File: src/rtl/dma_pkg.sv
package dma_pkg;

  localparam logic [2:0] REG_CTRL = 3'd0;
  localparam logic [2:0] REG_STAT = 3'd1;
  localparam logic [2:0] REG_SRC  = 3'd2;
  localparam logic [2:0] REG_DST  = 3'd3;
  localparam logic [2:0] REG_LEN  = 3'd4;

  localparam int CB_GO    = 0;
  localparam int CB_IRQEN = 1;
  localparam int CB_FIXRD = 2;
  localparam int CB_FIXWR = 3;
  localparam int CB_SIZE  = 4;
  localparam int CB_RST   = 7;

  typedef enum logic [1:0] {ST_IDLE, ST_READ, ST_WRITE} engState_e;

  typedef struct packed {
    logic       wrSrc;
    logic       wrDst;
    logic       wrLen;
    logic       clear;
    logic       capture;
    logic       advance;
    logic       active;
    logic       fixRd;
    logic       fixWr;
    logic [3:0] stepBytes;
  } dmaStrobe_t;

  function automatic logic [3:0] stepOf(input logic [1:0] sz);
    case (sz)
      2'd0:    return 4'd1;
      2'd1:    return 4'd4;
      2'd2:    return 4'd8;
      default: return 4'd0;
    endcase
  endfunction

endpackage

File: src/rtl/dma_datapath.sv
module dma_datapath
  import dma_pkg::*;
#(
  parameter int ADDR_W = 32,
  parameter int DATA_W = 64,
  parameter int LEN_W  = 16
) (
  input  logic              clk,
  input  logic              rstN,
  input  dmaStrobe_t        str,
  input  logic [31:0]       regWdata,
  input  logic [DATA_W-1:0] rdData,
  output logic [ADDR_W-1:0] srcAddr,
  output logic [ADDR_W-1:0] dstAddr,
  output logic [LEN_W-1:0]  lenCur,
  output logic [DATA_W-1:0] dataHold
);

  logic [ADDR_W-1:0] addrStep;
  logic [LEN_W-1:0]  lenStep;

  assign addrStep = ADDR_W'(str.stepBytes);
  assign lenStep  = LEN_W'(str.stepBytes);

  always_ff @(posedge clk or negedge rstN) begin
    if (!rstN) begin
      srcAddr  <= '0;
      dstAddr  <= '0;
      lenCur   <= '0;
      dataHold <= '0;
    end else if (str.clear) begin
      srcAddr  <= '0;
      dstAddr  <= '0;
      lenCur   <= '0;
      dataHold <= '0;
    end else begin
      if (str.wrSrc) srcAddr <= regWdata[ADDR_W-1:0];
      if (str.wrDst) dstAddr <= regWdata[ADDR_W-1:0];
      if (str.wrLen) lenCur  <= regWdata[LEN_W-1:0];
      if (str.capture) dataHold <= rdData;
      if (str.advance) begin
        if (!str.fixRd) srcAddr <= srcAddr + addrStep;
        if (!str.fixWr) dstAddr <= dstAddr + addrStep;
        lenCur <= lenCur - lenStep;
      end
    end
  end

  // each completed beat removes exactly one beat size from the count
  p_len_step_r3: assert property (@(posedge clk) disable iff (!rstN)
    str.advance && !str.clear |=> lenCur == $past(lenCur) - LEN_W'($past(str.stepBytes)));

  // a fixed read side keeps its address across a beat
  p_fixed_src_r4: assert property (@(posedge clk) disable iff (!rstN)
    str.advance && str.fixRd && !str.clear |=> srcAddr == $past(srcAddr));

  // a fixed write side keeps its address across a beat
  p_fixed_dst_r4: assert property (@(posedge clk) disable iff (!rstN)
    str.advance && str.fixWr && !str.clear |=> dstAddr == $past(dstAddr));

  // with a transfer running, only beats or a soft reset move the source
  p_busy_src_r8: assert property (@(posedge clk) disable iff (!rstN)
    str.active && !str.advance && !str.clear |=> srcAddr == $past(srcAddr));

endmodule

File: src/rtl/dma_ctrl.sv
module dma_ctrl
  import dma_pkg::*;
#(
  parameter int LEN_W = 16
) (
  input  logic             clk,
  input  logic             rstN,
  input  logic             regWe,
  input  logic [2:0]       regAddr,
  input  logic [31:0]      regWdata,
  input  logic             rdAck,
  input  logic             wrAck,
  input  logic [LEN_W-1:0] lenCur,
  output dmaStrobe_t       str,
  output logic             rdReq,
  output logic             wrReq,
  output logic [1:0]       xferSize,
  output logic             irq,
  output logic [31:0]      ctrlWord,
  output logic [31:0]      statWord
);

  engState_e  state;
  logic       irqEn, fixRd, fixWr, doneFlag, errFlag, rstArmed;
  logic [1:0] sizeSel;

  logic busy, ctrlWr, statWr, rstBitW, goBitW, doReset, abortReq, setupWr;
  logic lenOk, startOk, startBad, capture, advance, lastBeat;
  logic [1:0] newSize;

  function automatic logic lenFits(input logic [LEN_W-1:0] len, input logic [1:0] sz);
    case (sz)
      2'd0:    return len != '0;
      2'd1:    return (len != '0) && (len[1:0] == 2'b00);
      2'd2:    return (len != '0) && (len[2:0] == 3'b000);
      default: return 1'b0;
    endcase
  endfunction

  assign busy     = (state != ST_IDLE);
  assign ctrlWr   = regWe && (regAddr == REG_CTRL);
  assign statWr   = regWe && (regAddr == REG_STAT);
  assign rstBitW  = regWdata[CB_RST];
  assign goBitW   = regWdata[CB_GO];
  assign newSize  = regWdata[CB_SIZE +: 2];
  assign doReset  = ctrlWr && rstBitW && rstArmed;
  assign abortReq = ctrlWr && !rstBitW && busy && !goBitW;
  assign setupWr  = ctrlWr && !rstBitW && !busy;
  assign lenOk    = lenFits(lenCur, newSize);
  assign startOk  = setupWr && goBitW && lenOk;
  assign startBad = setupWr && goBitW && !lenOk;
  assign capture  = (state == ST_READ) && rdAck;
  assign advance  = (state == ST_WRITE) && wrAck;
  assign lastBeat = advance && (lenCur == LEN_W'(stepOf(sizeSel)));

  always_comb begin
    str           = '0;
    str.wrSrc     = regWe && (regAddr == REG_SRC) && !busy;
    str.wrDst     = regWe && (regAddr == REG_DST) && !busy;
    str.wrLen     = regWe && (regAddr == REG_LEN) && !busy;
    str.clear     = doReset;
    str.capture   = capture && !abortReq;
    str.advance   = advance && !abortReq;
    str.active    = busy;
    str.fixRd     = fixRd;
    str.fixWr     = fixWr;
    str.stepBytes = stepOf(sizeSel);
  end

  always_ff @(posedge clk or negedge rstN) begin
    if (!rstN) begin
      state    <= ST_IDLE;
      irqEn    <= 1'b0;
      fixRd    <= 1'b0;
      fixWr    <= 1'b0;
      sizeSel  <= 2'd0;
      doneFlag <= 1'b0;
      errFlag  <= 1'b0;
      rstArmed <= 1'b0;
    end else if (doReset) begin
      state    <= ST_IDLE;
      irqEn    <= 1'b0;
      fixRd    <= 1'b0;
      fixWr    <= 1'b0;
      sizeSel  <= 2'd0;
      doneFlag <= 1'b0;
      errFlag  <= 1'b0;
      rstArmed <= 1'b0;
    end else begin
      if (regWe) rstArmed <= ctrlWr && rstBitW;
      if (setupWr) begin
        irqEn   <= regWdata[CB_IRQEN];
        fixRd   <= regWdata[CB_FIXRD];
        fixWr   <= regWdata[CB_FIXWR];
        sizeSel <= newSize;
      end
      if (statWr) begin
        doneFlag <= 1'b0;
        errFlag  <= 1'b0;
      end
      if (startBad) errFlag <= 1'b1;
      if (lastBeat && !abortReq) doneFlag <= 1'b1;
      if (abortReq) begin
        state <= ST_IDLE;
      end else begin
        case (state)
          ST_IDLE:  if (startOk) state <= ST_READ;
          ST_READ:  if (rdAck) state <= ST_WRITE;
          ST_WRITE: if (wrAck) state <= lastBeat ? ST_IDLE : ST_READ;
          default:  state <= ST_IDLE;
        endcase
      end
    end
  end

  assign rdReq    = (state == ST_READ);
  assign wrReq    = (state == ST_WRITE);
  assign xferSize = sizeSel;
  assign irq      = doneFlag && irqEn;
  assign ctrlWord = {24'd0, 2'b00, sizeSel, fixWr, fixRd, irqEn, busy};
  assign statWord = {29'd0, errFlag, doneFlag, busy};

  // an unaccepted read stays requested unless the transfer is stopped
  p_rd_hold_r11: assert property (@(posedge clk) disable iff (!rstN)
    rdReq && !rdAck && !abortReq && !doReset |=> rdReq);

  // an unaccepted write stays requested unless the transfer is stopped
  p_wr_hold_r11: assert property (@(posedge clk) disable iff (!rstN)
    wrReq && !wrAck && !abortReq && !doReset |=> wrReq);

  // a write request only begins right after an accepted read
  p_wr_after_rd_r11: assert property (@(posedge clk) disable iff (!rstN)
    $rose(wrReq) |-> $past(rdReq && rdAck));

  // done only appears as the write phase ends
  p_done_at_end_r5: assert property (@(posedge clk) disable iff (!rstN)
    $rose(doneFlag) |-> $past(state == ST_WRITE) && !busy);

  // a rejected start leaves the engine idle
  p_err_idle_r7: assert property (@(posedge clk) disable iff (!rstN)
    $rose(errFlag) |-> !busy && !rdReq);

  // an abort write leaves the engine idle next cycle
  p_abort_idle_r6: assert property (@(posedge clk) disable iff (!rstN)
    abortReq |=> !busy && !rdReq && !wrReq);

  // the second reset write returns the control fields to zero
  p_reset_pair_r9: assert property (@(posedge clk) disable iff (!rstN)
    doReset |=> !busy && !irqEn && !doneFlag && sizeSel == 2'd0);

endmodule

File: src/rtl/dma_engine.sv
module dma_engine
  import dma_pkg::*;
#(
  parameter int ADDR_W = 32,
  parameter int DATA_W = 64,
  parameter int LEN_W  = 16
) (
  input  logic              clk,
  input  logic              rstN,
  input  logic              regWe,
  input  logic [2:0]        regAddr,
  input  logic [31:0]       regWdata,
  output logic [31:0]       regRdata,
  output logic              rdReq,
  output logic [ADDR_W-1:0] rdAddr,
  output logic [1:0]        rdSize,
  input  logic              rdAck,
  input  logic [DATA_W-1:0] rdData,
  output logic              wrReq,
  output logic [ADDR_W-1:0] wrAddr,
  output logic [1:0]        wrSize,
  output logic [DATA_W-1:0] wrData,
  input  logic              wrAck,
  output logic              irq
);

  dmaStrobe_t        str;
  logic [ADDR_W-1:0] srcAddr, dstAddr;
  logic [LEN_W-1:0]  lenCur;
  logic [1:0]        xferSize;
  logic [31:0]       ctrlWord, statWord;

  dma_ctrl #(.LEN_W(LEN_W)) u_ctrl (
    .clk(clk), .rstN(rstN), .regWe(regWe), .regAddr(regAddr), .regWdata(regWdata),
    .rdAck(rdAck), .wrAck(wrAck), .lenCur(lenCur), .str(str), .rdReq(rdReq),
    .wrReq(wrReq), .xferSize(xferSize), .irq(irq), .ctrlWord(ctrlWord), .statWord(statWord)
  );

  dma_datapath #(.ADDR_W(ADDR_W), .DATA_W(DATA_W), .LEN_W(LEN_W)) u_datapath (
    .clk(clk), .rstN(rstN), .str(str), .regWdata(regWdata), .rdData(rdData),
    .srcAddr(srcAddr), .dstAddr(dstAddr), .lenCur(lenCur), .dataHold(wrData)
  );

  assign rdAddr = srcAddr;
  assign wrAddr = dstAddr;
  assign rdSize = xferSize;
  assign wrSize = xferSize;

  always_comb begin
    case (regAddr)
      REG_CTRL: regRdata = ctrlWord;
      REG_STAT: regRdata = statWord;
      REG_SRC:  regRdata = 32'(srcAddr);
      REG_DST:  regRdata = 32'(dstAddr);
      REG_LEN:  regRdata = 32'(lenCur);
      default:  regRdata = 32'd0;
    endcase
  end

endmodule

File: config.mk
export PLATFORM = sky130hd
export DESIGN_NAME = dma_engine
export DESIGN_NICKNAME = d
export VERILOG_FILES = /design/src/rtl/dma_pkg.sv /design/src/rtl/dma_datapath.sv /design/src/rtl/dma_ctrl.sv /design/src/rtl/dma_engine.sv
export SDC_FILE = /design/constraint.sdc
export NUM_CORES = 1
export LEC_CHECK = 0
export ABC_CLOCK_PERIOD_IN_PS = 7350
export BUFFER_PORTS_ARGS = -buffer_cell sky130_fd_sc_hd__buf_2
export CAP_MARGIN = 5
export CORE_UTILIZATION = 30
export CTS_BUF_LIST = sky130_fd_sc_hd__clkbuf_4
export DETAILED_ROUTE_END_ITERATION = 7
export HOLD_SLACK_MARGIN = 0.15
export PLACE_DENSITY = 0.57
export SETUP_SLACK_MARGIN = 0.3
export SYNTH_ARGS = -nofsm -noshare
export SYNTH_HDL_FRONTEND = slang
export SYNTH_SLANG_ARGS = --single-unit
File: constraint.sdc
create_clock -name clk -period 7.35 [get_ports clk]
set_input_delay 0.735 -clock clk [delete_from_list [all_inputs] [get_ports clk]]
set_output_delay 0.735 -clock clk [all_outputs]
set_load 0.01 [all_outputs]
==> results of run 1 <==
[registers in the layout (all words and copies together) (netlist names)]
name,count
u_datapath.lenCur,16
u_datapath.dataHold,64
u_datapath.dstAddr,32
u_ctrl.doneFlag,1
u_ctrl.fixRd,1
u_ctrl.rstArmed,1
u_datapath.srcAddr,32
u_ctrl.state,2
u_ctrl.fixWr,1
u_ctrl.irqEn,1
u_ctrl.xferSize,2
u_ctrl.errFlag,1
[logic make-up (layout without fill, tap and decap cells)]
logic type,count (synthesis),after routing,synth area share [%]
adder cells (fa/ha/maj),10,10,1.417
AO/OA/AOI/OAI,305,305,24.61
AND/OR/NAND/NOR,351,351,20.71
XOR/XNOR,9,9,0.8930
buffers and inverters,93,337,4.252
other,0,2,0
flip-flops,154,154,43.66
multiplexers,39,39,4.465
[path summary, 6_finish.rpt]
path | start | end | slack (ns)
setup / recovery | u_ctrl.xferSize[0]$_DFFE_PN0P_ | u_datapath.dstAddr[27]$_DFF_PN0_ | 3.91
min in group clk | rdData[15] | u_datapath.dataHold[15]$_DFFE_PN0P_ | 0.37
hold / removal | rstN | u_datapath.dataHold[62]$_DFFE_PN0P_ | 0.21
max in group asynchronous | rstN | u_datapath.dstAddr[1]$_DFF_PN0_ | 5.66
setup reg to reg | u_ctrl.xferSize[0]$_DFFE_PN0P_ | u_datapath.dstAddr[27]$_DFF_PN0_ | 3.91
hold reg to reg | u_datapath.dataHold[3]$_DFFE_PN0P_ | u_datapath.dataHold[3]$_DFFE_PN0P_ | 0.51
[stage by stage]
step	total power [mW]	hold WS, ns	instance area [um^2]
floorplan	2.278	0.4394	8827
finish	3.508	0.2115	10820
CTS	3.529	0.1987	10810
global placement	2.911	0.4822	10510
detailed placement	2.925	0.4860	10510
global route	3.754	0.2310	10820
[where the power goes]
group / total [mW] / switching, mW / internal (mW)
logic: 1.36 / 0.740 / 0.624
clock network: 0.590 / 0.372 / 0.218
registers: 1.55 / 0.403 / 1.15
total: 3.51 / 1.52 / 1.99
[per-layer routing]
layer	up-vias	track usage (%)	share of wire, %
met5	-	0	0
met4	0	7.301	2.2
met3	41	3.882	7.7
met2	440	35.31	47
met1	4363	28.47	44
li1	4130	-	-
[final cells by class]
cell class              instances  area share (%)
multi-input cells             714           42.79
flip-flops and latches        154           35.62
repair buffers                285           13.59
well taps                     384           4.441
clock inverters                15           1.642
clock buffers                  17           1.180
inverters                      20          0.6939
diodes                          2         0.04626
[cell usage in the layout (no fill, tap or decap), drive strengths merged, types with 12 or more instances in the layout]
cell / n
buf: 285
dfrtp: 154
nand2: 112
a22o: 64
nor2: 61
a31oi: 55
o21ai: 46
a21oi: 39
mux2i: 36
inv: 30
nand3: 28
or4: 27
o211ai: 22
or3: 22
o311ai: 20
and3: 19
nand4: 17
clkbuf: 17
and2: 12
==> results.txt, run 1 <==
The net count after synthesis came out at 1075. The number of synthesized flops with an enable pin is 0. The floorplan core area is 28860 um^2.

The area share of the largest cell type after synthesis is 43.66%. Traced cell by cell, the critical path runs through nand2b_1, inv_1, ha_1, nand2_1, o31ai_1, nand2_1, or4_1, a31oi_1. The maximum fanout encountered on the critical timing path is 18. The initial antenna violation count came out at 2.

The routed layout has 8974 vias. The synthesized netlist cell count came out at 961. Setup repair after global routing left no endpoint under its margin. The floorplan has 62 rows. Together, buffers and inverters on the worst path number 1.

Of all flip-flops after synthesis, the portion carrying an async set or reset was 100.0%. The max-capacitance violation count came out at 0. The count of buffers from port buffering came out at 270. The worst register-to-register path has a depth of 8. OpenSTA, run right after detailed placement, puts the worst setup slack at 3.745 ns.

The clock insertion delay at the later pin of the skew report is 0.56 ns. In this run the worst hold path is classified as in2async. In the synthesized netlist the dominant register cell turns out to be sky130_fd_sc_hd__dfrtp_1. The number of design rule violations left after detail routing came out at 0. Counting buffers and inverters, the worst setup path is 8 cells deep.

At the end of routability-driven placement, the weighted congestion stood at 0.8569. The worst setup path category is reg2reg. Sorting the synthesized cells by how often they occur yields 154 x sky130_fd_sc_hd__dfrtp_1, 112 x sky130_fd_sc_hd__nand2_1, 64 x sky130_fd_sc_hd__a22o_1, 60 x sky130_fd_sc_hd__nor2_1, 56 x sky130_fd_sc_hd__clkbuf_1.

The die boundary height came out at 173.5 um. On the critical path the largest part of the delay comes from simple AND/OR/NAND/NOR gates. The largest total area in the synthesized netlist belongs to sky130_fd_sc_hd__dfrtp_1. Registers take 3854 um^2. The total track usage is 21.53%. The worst setup path is captured at a flop. The first-pass GRT wire length is 50690 um. Setup violations remaining at the end of the flow were counted as 0. From left edge to right edge, the die measures 173.5 um. By area the synthesized netlist is led by sky130_fd_sc_hd__dfrtp_1 44%, sky130_fd_sc_hd__a22o_1 6.4%, sky130_fd_sc_hd__nand2_1 4.8%, sky130_fd_sc_hd__mux2i_1 4.1%, sky130_fd_sc_hd__a31oi_1 3.8%.

The total length of routed wires came out at 32680 um. The starting density of the core is 30.59%. For the worst setup path, the data arrival time is 3.92 ns. The number of global-route vias before repair came out at 8577. The worst-margin pin slew came out at 1.157 ns.

The total setup buffers inserted after CTS came out at 0. Clock-pin slew was measured on the worst setup and hold paths at 0.16 ns. The boundary pin count is 271. The leading cell type by number of instances after synthesis is sky130_fd_sc_hd__dfrtp_1. The ratio of cells with drive above 1 in the final layout came out at 28.22%.

The CTS tree is done. During synthesis, Yosys emitted a total of 0 warnings. The number of DRC markers after the initial detailed-route iteration is 692.

Of the synthesized area, sequential elements account for 43.66%. The final clock skew came out at 0.02370 ns. The number of vias per cell came out at 5.640. The H-tree level count is 4.

Summing all multi-input logic gate instances after layout gives 4629 um^2. The largest net degree at the start of global routing came out at 88. The most numerous cell on the critical path is sky130_fd_sc_hd__nand2_1. Derived from the worst setup path, the maximum achievable clock frequency is 291.1 MHz. The required time at the worst-slack endpoint is 7.84 ns.

The first detailed-routing pass ran for 5 iterations. Counting tap cells, the placed design contains a total of 1557 instances. The netlist area before placement came out at 8827 um^2.

The total number of clock tree sinks is 154. The layout has 3003 filler cells. Global routing finished with a remaining overflow of 0. The count of final max-slew check failures came out at 0. The slowest stage of the critical path belongs to the cell sky130_fd_sc_hd__dfrtp_1.

The final period demand of the worst path came out at 3.435 ns. The full die area is 30110 um^2. In this run the remaining antenna-violating nets after routing total 0. The final sum of negative setup slack is 0 ns. The number of resized instances in the post-cts repair step came out at 0.

The worst path meets setup with 3.915 ns of slack. In this run the clock root is driven by a sky130_fd_sc_hd__clkbuf_4. The number of register bits inferred by synthesis came out at 154.

The run finished with clean final reports. The power density over cell area came out at 324.2 nW/um^2. The largest voltage drop on the vdd net came out at 95.91 uV. The remaining max-slew budget at the tightest pin is 22.90%. The delay of the slowest cell on the worst path came out at 0.66 ns. The synthesized area divided by synthesized cell count is 9.185 um^2. The post-layout utilization of the core is 37.49%. For this run, the number of standard cells in the final layout without fillers is 1591. The number of hold-slack violations in the final timing report was 0. In this run the static leakage power is 4.882 nW.

Synthesis instantiated 67 different standard cells from the library. The final critical-path share of the clock period is 46.74%. Dividing the detail-routed wire length by the instance count gives 20.54 um. The number of buffers on the longest clock path came out at 2. The layout net count is 1306. The number of hold buffers added after cts came out at 0.

STA classifies the critical path startpoint as a flop. The total clock buffers created by CTS came out at 17. Once detailed placement completed, the half-perimeter wirelength came to 22770 um.

The area added between synthesis and finish came out at 22.57%.
Note: power is estimated with default switching activity, not from simulation.
==> inputs of run 2 (changes only) <==
ABC_AREA = 1   (was unset)
ABC_CLOCK_PERIOD_IN_PS = 2900   (was 7350)
PLACE_DENSITY = 0.58   (was 0.57)
clock period = 2.9 ns   (was 7.35 ns; I/O delays follow)
==> run 2 against run 1 <==
  * Core utilization up 2.4 points
  * Synthesized cell count up 51%
  * Clock skew up 0.012 ns
  * Combinational power rose to 5.0 times the previous value
  * Critical path depth up 3
  * First-iteration DRC count up 51%
  * Critical endpoint is now u_ctrl.errFlag$_DFFE_PN0P_
==> results.txt, run 2 <==
Result of the run: completed (unchanged). The number of iterations in the first detailed-routing pass is 6 (was 5). The number of synthesized flops with an enable pin came out at 0 (unchanged). The number of design rule violations left after detail routing is 0 (unchanged).

The final antenna-violating net count was 0 (unchanged). The max-capacitance violation count came to 0 (unchanged). The register with the highest flop count is u_datapath.dataHold (unchanged). The largest family of logic cells by synthesized area is simple AND/OR/NAND/NOR gates (was compound AO/OA/AOI/OAI gates). The power density over cell area is 942.3 nW/um^2 (was 324.2 nW/um^2). The average wire per standard cell is 18.74 um (was 20.54 um). Of the available clock period, the critical path in the final layout requires 86.64%. The total of endpoints with negative setup slack in the final report was 0 (unchanged).

The routing usage on met2 is 37.23% (was 35.31%). The most common cell after layout, fill and taps aside is sky130_fd_sc_hd__buf_2 (unchanged). The area of placed instances came out at 12020 um^2 (was 10510 um^2). The xor/xnor cell area share of the yosys netlist is 3.081% (was 0.8930%).

The total length of routed wires came out at 42320 um (was 32680 um). The overall die width was 186.7 um (was 173.5 um). The number of buffers on the longest clock path came to 2 (unchanged).

List of most frequent post-synthesis cells: 267 x sky130_fd_sc_hd__nand2_1, 216 x sky130_fd_sc_hd__inv_1, 183 x sky130_fd_sc_hd__o21ai_0, 154 x sky130_fd_sc_hd__dfrtp_1, 151 x sky130_fd_sc_hd__nand3_1 (was 154 x sky130_fd_sc_hd__dfrtp_1, 112 x sky130_fd_sc_hd__nand2_1, 64 x sky130_fd_sc_hd__a22o_1, 60 x sky130_fd_sc_hd__nor2_1, 56 x sky130_fd_sc_hd__clkbuf_1). The final clock skew came out at 0.03526 ns (was 0.02370 ns). The number of hold-slack violations in the final timing report is 0 (unchanged). The worst setup path category is in2reg (was reg2reg). The maximum fanout encountered on the critical timing path was 4 (was 18).

The synthesized area divided by synthesized cell count came out at 7.071 um^2 (was 9.185 um^2). The largest net degree at the start of global routing is 66 (was 88). The met3 demand-to-capacity share in global routing is 6.395% (was 3.882%).

The boundary pin count is 271 (unchanged). The final sum of negative setup slack came out at 0 ns (unchanged). The total track usage came to 24.08% (was 21.53%). The total number of clock tree sinks came out at 154 (unchanged). The die boundary height is 186.7 um (was 173.5 um).

The number of global-route vias before repair came out at 11150 (was 8577). The post-layout utilization of the core came to 39.88% (was 37.49%). The area share of the largest cell type after synthesis is 37.66% (was 43.66%). The initial antenna violation count is 2 (unchanged).

The starting density of the core came out at 30.51% (was 30.59%). The net count after synthesis was 1561 (was 1075). The clock insertion delay at the later pin of the skew report came to 0.66 ns (was 0.56 ns). The post-synthesis async set-or-reset flop share came out at 100.0% (unchanged).

The floorplan core area is 33530 um^2 (was 28860 um^2). Biggest regs: u_datapath.dataHold x64, u_datapath.dstAddr x32, u_datapath.srcAddr x32 (unchanged). The number of DRC markers after the initial detailed-route iteration came out at 1048 (was 692). The first-pass GRT wire length came out at 64730 um (was 50690 um).

The required time at the worst-slack endpoint is 3.48 ns (was 7.84 ns). The count of buffers from port buffering came out at 270 (unchanged). The largest voltage drop on the vdd net is 501.4 uV (was 95.91 uV).

The post-synthesis adder-cell area fraction was 1.223% (was 1.417%). The total number of yosys warnings came to 0 (unchanged). The routed design could run at a clock period as short as 2.512 ns.

The routability congestion estimate from global placement is 0.9650 (was 0.8569). The area added between synthesis and finish was 30.70% (was 22.57%). The H-tree level count came to 4 (unchanged). The share of synthesized cell area in and, or, nand and nor gates came out at 28.36% (was 20.71%). The netlist area before placement came out at 10230 um^2 (was 8827 um^2).

The root buffer selected by CTS is sky130_fd_sc_hd__clkbuf_4 (unchanged). The clock transition at the registers of the reported paths was 0.15 ns (was 0.16 ns). The layout net count came to 1911 (was 1306). The full die area came to 34850 um^2 (was 30110 um^2). The final cell area excluding filler cells was 13370 um^2 (was 10820 um^2). The total clock buffers created by CTS is 17 (unchanged).

The number of core rows is 67 (was 62). The startpoint class of the critical path is an input port (was flop). The half-perimeter wire length after detailed placement is 30900 um (was 22770 um). The post-synthesis cell type with the largest combined area was sky130_fd_sc_hd__dfrtp_1 (unchanged). The CTS tree is done (unchanged). The type of the worst min-delay path is in2reg (was in2async).

The most used routing layer is met2 (unchanged). The synthesized netlist cell count is 1447 (was 961). RSZ-0062 raised after global routing: no (unchanged). The number of cells on the worst reg-to-reg path came out at 9 (was 8). The sum of overflow across all layers after global routing is 0 (unchanged).

The number of distinct library cell variants in the gate-level netlist after synthesis is 48 (was 67). Commonest non-fill, non-tap cells in the layout: 269 x sky130_fd_sc_hd__buf_2, 266 x sky130_fd_sc_hd__nand2_1, 213 x sky130_fd_sc_hd__inv_1 (was 269 x sky130_fd_sc_hd__buf_2, 154 x sky130_fd_sc_hd__dfrtp_1, 112 x sky130_fd_sc_hd__nand2_1). The total leakage power is 6.830 nW (was 4.882 nW).

Top post-synthesis cells by area: sky130_fd_sc_hd__dfrtp_1 38%, sky130_fd_sc_hd__nand2_1 9.8%, sky130_fd_sc_hd__o21ai_0 9.0%, sky130_fd_sc_hd__inv_1 7.9%, sky130_fd_sc_hd__nand3_1 7.4% (was sky130_fd_sc_hd__dfrtp_1 44%, sky130_fd_sc_hd__a22o_1 6.4%, sky130_fd_sc_hd__nand2_1 4.8%, sky130_fd_sc_hd__mux2i_1 4.1%, sky130_fd_sc_hd__a31oi_1 3.8%). The filler cell count came out at 3542 (was 3003). The number of vias per cell came out at 5.189 (was 5.640).

The complex-gate fraction of the synthesized area is 18.35% (was 24.61%). The ratio of cells with drive above 1 in the final layout is 21.66% (was 28.22%). The arrival time at the worst endpoint came out at 3.10 ns (was 3.92 ns). The count of final max-slew check failures is 0 (unchanged). Derived from the worst setup path, the maximum achievable clock frequency is 398.0 MHz. The post-synthesis mux area share is 0% (was 4.465%). The instance count along the most critical hold path is 3. The remaining max-slew budget at the tightest pin is 51.85% (was 22.90%). The worst-margin pin slew is 0.7223 ns (was 1.157 ns). The number of register bits inferred by synthesis is 154 (unchanged). The most used flip-flop cell after synthesis is sky130_fd_sc_hd__dfrtp_1 (unchanged). The nature of the critical path endpoint was a flop (unchanged). The number of flip-flops under the largest register name came out at 64 (unchanged).

The global-route met1 utilization came out at 31.94% (was 28.47%). The leading cell type by number of instances after synthesis was sky130_fd_sc_hd__nand2_1 (was sky130_fd_sc_hd__dfrtp_1). The total via count in the routed design came out at 11720 (was 8974). The sequential element share of the synthesized area came out at 37.66% (was 43.66%).
==> run 2: cell types whose count changed in the layout (fill, tap and decap cells not counted), moves of 45 or more <==
cell and delta:
sky130_fd_sc_hd__dlygate4sd3_1 +104, sky130_fd_sc_hd__a22o_1 -63, sky130_fd_sc_hd__a31oi_1 -52, sky130_fd_sc_hd__inv_1 +193, sky130_fd_sc_hd__o21ai_0 +141, sky130_fd_sc_hd__nand3_1 +122
sky130_fd_sc_hd__a21oi_1 +45, sky130_fd_sc_hd__nand2_1 +154
==> run 2: per-stage QoR <==
| stage | hold WS, ns | worst slack (ns) | instances | total power, mW |
|---|---|---|---|---|
| final | 0.1802 | 0.3875 | 2259 | 12.60 |
| after global routing | 0.1528 | 0.3062 | 2259 | 13.57 |
| after CTS | 0.1646 | 0.4070 | 2255 | 12.45 |
| after detailed placement | 0.3721 | 0.4494 | 2119 | 10.95 |
| after global placement | 0.3714 | 0.5284 | 2119 | 10.93 |
| after floorplan | -0.005591 | 0.7623 | 1447 | 8.291 |
==> run 2: layout make-up <==
cell class              instances  area (um^2)  share of cell area [%]
flip-flops and latches        154         3854                   28.81
diodes                          1        2.502                 0.01871
repair buffers                396         2589                   19.36
multi-input cells            1003         5260                   39.33
well taps                     448        560.5                   4.191
clock buffers                  17        127.6                  0.9542
inverters                     225        844.6                   6.315
clock inverters                15        136.4                   1.020
==> run 2: critical path: stages <==
cell	delay (ns)
sky130_fd_sc_hd__dlygate4sd3_1	0.54
sky130_fd_sc_hd__buf_2	0.16
sky130_fd_sc_hd__inv_1	0.21
sky130_fd_sc_hd__ha_1	0.28
sky130_fd_sc_hd__a31oi_1	0.16
sky130_fd_sc_hd__nor2_1	0.06
sky130_fd_sc_hd__nand2_1	0.07
sky130_fd_sc_hd__nand3_1	0.06
sky130_fd_sc_hd__dlygate4sd3_1	0.58
sky130_fd_sc_hd__a21oi_1	0.13
sky130_fd_sc_hd__dlygate4sd3_1	0.55
==> run 2: report_power, final <==
| part | total (mW) | switching [mW] | leakage (nW) | internal, mW |
|---|---|---|---|---|
| clock network | 1.38 | 1.00 | 0.141 | 0.372 |
| logic | 6.75 | 4.29 | 4.84 | 2.45 |
| registers | 4.48 | 1.34 | 1.84 | 3.14 |
| total | 12.6 | 6.63 | 6.83 | 5.97 |
==> run 2: repair_timing <==
| action | 4_1_cts | 5_1_grt |
|---|---|---|
| hold endpoints to repair | 189 | 0 |
| endpoints found under the setup margin | 2 | 13 |
| gates resized for setup | 2 | 8 |
| setup buffers | 0 | 3 |
| hold buffers | 104 | 0 |
| pin swaps | 0 | 0 |
==> run 2: worst paths after layout <==
path	from	to	slack, ns
min	regWdata[4]	u_ctrl.xferSize[0]$_DFFE_PN0P_	0.18
max	regWdata[5]	u_ctrl.errFlag$_DFFE_PN0P_	0.39
max reg2reg	u_datapath.lenCur[12]$_DFFE_PN0P_	u_ctrl.errFlag$_DFFE_PN0P_	0.43
min in group asynchronous	rstN	u_datapath.lenCur[12]$_DFFE_PN0P_	0.21
max in group asynchronous	rstN	u_datapath.dstAddr[29]$_DFF_PN0_	1.84
min reg2reg	u_datapath.dataHold[28]$_DFFE_PN0P_	u_datapath.dataHold[28]$_DFFE_PN0P_	0.53
==> run 2: kinds of logic after synthesis <==
kind of cell	count (synthesis)
AND/OR/NAND/NOR	614
AO/OA/AOI/OAI	343
buffers and inverters	290
flip-flops	154
XOR/XNOR	36
adder cells (fa/ha/maj)	10
==> run 2: layer usage <==
layer,vias to the layer above,part of all wire [%]
li1,5490,-
met1,5634,43
met2,513,45
met3,82,8.2
met4,2,3.4
met5,-,0.028
==> inputs of run 3 (changes only) <==
CORE_ASPECT_RATIO = 1.75   (was unset)
RECOVER_POWER = 25   (was unset)
==> run 3 against run 2 <==
  * Core utilization rose by 0.20 points
  * Via count rose by 0.33%
  * Final cell count rose by 0.58%
  * Sequential cell count did not move
  * Critical endpoint unchanged
==> results.txt, run 3 (synthesized netlist as in run 2, its figures left out) <==
The number of design rule violations left after detail routing is 0 (unchanged). The final period demand of the worst path was 2.611 ns (was 2.512 ns). The maximum fanout encountered on the critical timing path is 6 (was 4). The full die area is 34880 um^2 (was 34850 um^2). The buffering stage count on the worst path with inverters included came out at 5 (unchanged). The number of iterations in the first detailed-routing pass is 5 (was 6). The clock insertion delay at the later pin of the skew report came out at 0.65 ns (was 0.66 ns). The worst-margin pin slew was 1.315 ns (was 0.7223 ns). The max-capacitance violation count came out at 0 (unchanged). The type of the worst min-delay path is in2reg (unchanged). The CTS tree is done (unchanged).

The number of hold-slack violations in the final timing report is 0 (unchanged). The final clock skew came to 0.02343 ns (was 0.03526 ns). The total clock buffers created by CTS came out at 17 (unchanged). The layout net count came out at 1917 (was 1911). The clock transition at the registers of the reported paths was 0.15 ns (about the same). The number of core rows was 89 (was 67). The number of global-route vias before repair came out at 11600 (was 11150). The largest net degree at the start of global routing came to 65 (was 66). The area added between synthesis and finish is 31.73% (was 30.70%). The boundary pin count came out at 271 (unchanged).

The routability congestion estimate from global placement came to 0.9737 (was 0.9650). The total length of routed wires came out at 44300 um (was 42320 um). The final sum of negative setup slack is 0 ns (unchanged). The remaining max-slew budget at the tightest pin is 12.32% (was 51.85%). The initial antenna violation count is 1 (was 2). The most common cell after layout, fill and taps aside is sky130_fd_sc_hd__buf_2 (unchanged). The total leakage power is 6.872 nW (was 6.830 nW).

The total number of clock tree sinks came out at 154 (unchanged). The largest voltage drop on the vdd net is 461.1 uV (was 501.4 uV). The number of buffers on the longest clock path is 2 (unchanged). The number of vias per cell is 5.176 (was 5.189). The register with the highest flop count is u_datapath.dataHold (unchanged). The highest clock rate is 383.0 MHz (was 398.0 MHz). The post-layout utilization of the core is 40.08% (was 39.88%). The startpoint class of the critical path is an input port (unchanged). The final critical-path share of the clock period came to 90.03% (was 86.64%). The power density over cell area is 955.9 nW/um^2 (was 942.3 nW/um^2).

RSZ-0062 raised after global routing: yes (was no). Result of the run: completed (unchanged). The root buffer selected by CTS is sky130_fd_sc_hd__clkbuf_4 (unchanged). The average wire per standard cell came out at 19.50 um (was 18.74 um). The overall die width came out at 141.6 um (was 186.7 um). The number of flip-flops under the largest register name came to 64 (unchanged). The worst setup path category was in2reg (unchanged).

The cell with the largest stage delay on the worst path is sky130_fd_sc_hd__dlygate4sd3_1 (unchanged). The most numerous cell on the critical path is sky130_fd_sc_hd__dlygate4sd3_1 (unchanged). The largest delay contributor family on the critical path was buffers and inverters (unchanged). The H-tree level count is 4 (unchanged). The die boundary height is 246.3 um (was 186.7 um). The final antenna-violating net count came out at 0 (unchanged). Commonest non-fill, non-tap cells in the layout: 269 x sky130_fd_sc_hd__buf_2, 267 x sky130_fd_sc_hd__nand2_1, 215 x sky130_fd_sc_hd__inv_1 (was 269 x sky130_fd_sc_hd__buf_2, 266 x sky130_fd_sc_hd__nand2_1, 213 x sky130_fd_sc_hd__inv_1).

The total track usage came out at 25.35% (was 24.08%). The half-perimeter wire length after detailed placement is 33210 um (was 30900 um). Series of cell instances along the critical path: dlygate4sd3_1, buf_2, inv_1, ha_1, a31oi_1, nor2_1, nand2_1, nand3_1, dlygate4sd3_1, a21oi_1, dlygate4sd3_1 (unchanged). The ratio of cells with drive above 1 in the final layout is 21.31% (was 21.66%). The arrival time at the worst endpoint is 3.19 ns (was 3.10 ns). The total of endpoints with negative setup slack in the final report came to 0 (unchanged). The required time at the worst-slack endpoint came out at 3.48 ns (about the same).

The number of DRC markers after the initial detailed-route iteration came out at 910 (was 1048). The sum of overflow across all layers after global routing came out at 0 (unchanged). The nature of the critical path endpoint is a flop (unchanged). The count of final max-slew check failures came out at 0 (unchanged). Biggest regs: u_datapath.dataHold x64, u_datapath.dstAddr x32, u_datapath.srcAddr x32 (unchanged). The first-pass GRT wire length came to 66290 um (was 64730 um).

The floorplan core area came to 33630 um^2 (was 33530 um^2). The delay of the slowest cell on the worst path is 0.59 ns (was 0.58 ns). The starting density of the core came to 30.43% (was 30.51%).

The total via count in the routed design is 11760 (was 11720). The count of buffers from port buffering is 270 (unchanged).
[run 3: area by class of cell]
| class | instances | area, um^2 |
|---|---|---|
| Fill cell | 3586 | 20150 |
| Multi-Input combinational cell | 1004 | 5249 |
| Sequential cell | 154 | 3855 |
| Timing Repair Buffer | 401 | 2639 |
| Inverter | 225 | 844.6 |
| Tap cell | 455 | 569.3 |
| Clock inverter | 15 | 192.7 |
| Clock buffer | 17 | 127.6 |
| Antenna cell | 1 | 2.502 |
[run 3: metrics by stage]
step	power [mW]	area [um^2]	instances	hold slack, ns	setup WS (ns)
after global placement	11.07	12080	2130	0.3229	0.5010
after global routing	13.84	13480	2272	0.2390	0.2132
final	12.89	13480	2272	0.2559	0.2890
after detailed placement	11.14	12080	2130	0.3294	0.4286
after floorplan	8.291	10230	1447	-0.005591	0.7623
after CTS	12.82	13480	2270	0.1911	0.3985
[run 3: per-layer routing]
layer	track usage (%)	vias to the layer above	share of wire [%]
met5	0	-	0
met2	45.25	566	50
met4	19.86	0	7.8
met1	25.98	5539	36
li1	-	5500	-
met3	4.412	155	6.4
[run 3: worst register-to-register path, stage by stage (launching register included)]
cell and delay (ns):
sky130_fd_sc_hd__dfrtp_1 0.44, sky130_fd_sc_hd__nor2_1 0.18, sky130_fd_sc_hd__nand3_1 0.17, sky130_fd_sc_hd__nor2_2 0.18, sky130_fd_sc_hd__nand2_1 0.07, sky130_fd_sc_hd__nand2_1 0.09, sky130_fd_sc_hd__nand3_1 0.08, sky130_fd_sc_hd__dlygate4sd3_1 0.58
sky130_fd_sc_hd__a21oi_1 0.13, sky130_fd_sc_hd__dlygate4sd3_1 0.59
[run 3: what timing repair did]
| item | 4_1_cts | 5_1_grt |
|---|---|---|
| resized for setup | 0 | 5 |
| endpoints found under the setup margin | 0 | 16 |
| hold endpoints to repair | 267 | 0 |
| hold buffers | 108 | 0 |
| setup buffers | 0 | 0 |
[run 3: final timing paths]
check                                                   start                                  end  slack [ns]  depth (start not counted)
hold reg to reg            u_datapath.dataHold[6]$_DFFE_PN0P_   u_datapath.dataHold[6]$_DFFE_PN0P_        0.52                          2
hold / removal                                     regAddr[0]          u_ctrl.doneFlag$_DFFE_PN0P_        0.26                          6
min in group asynchronous                                rstN  u_datapath.dataHold[55]$_DFFE_PN0P_        0.69                          3
max in group asynchronous                                rstN     u_datapath.srcAddr[23]$_DFF_PN0_        0.52                          4
setup reg to reg             u_datapath.lenCur[8]$_DFFE_PN0P_           u_ctrl.errFlag$_DFFE_PN0P_        0.34                          9
setup / recovery                                  regWdata[4]           u_ctrl.errFlag$_DFFE_PN0P_        0.29                         11
[run 3: report_power, final]
part,internal (mW),switching (mW),total (mW)
clock network,0.492,1.03,1.52
logic,2.46,4.42,6.87
registers,3.14,1.35,4.49
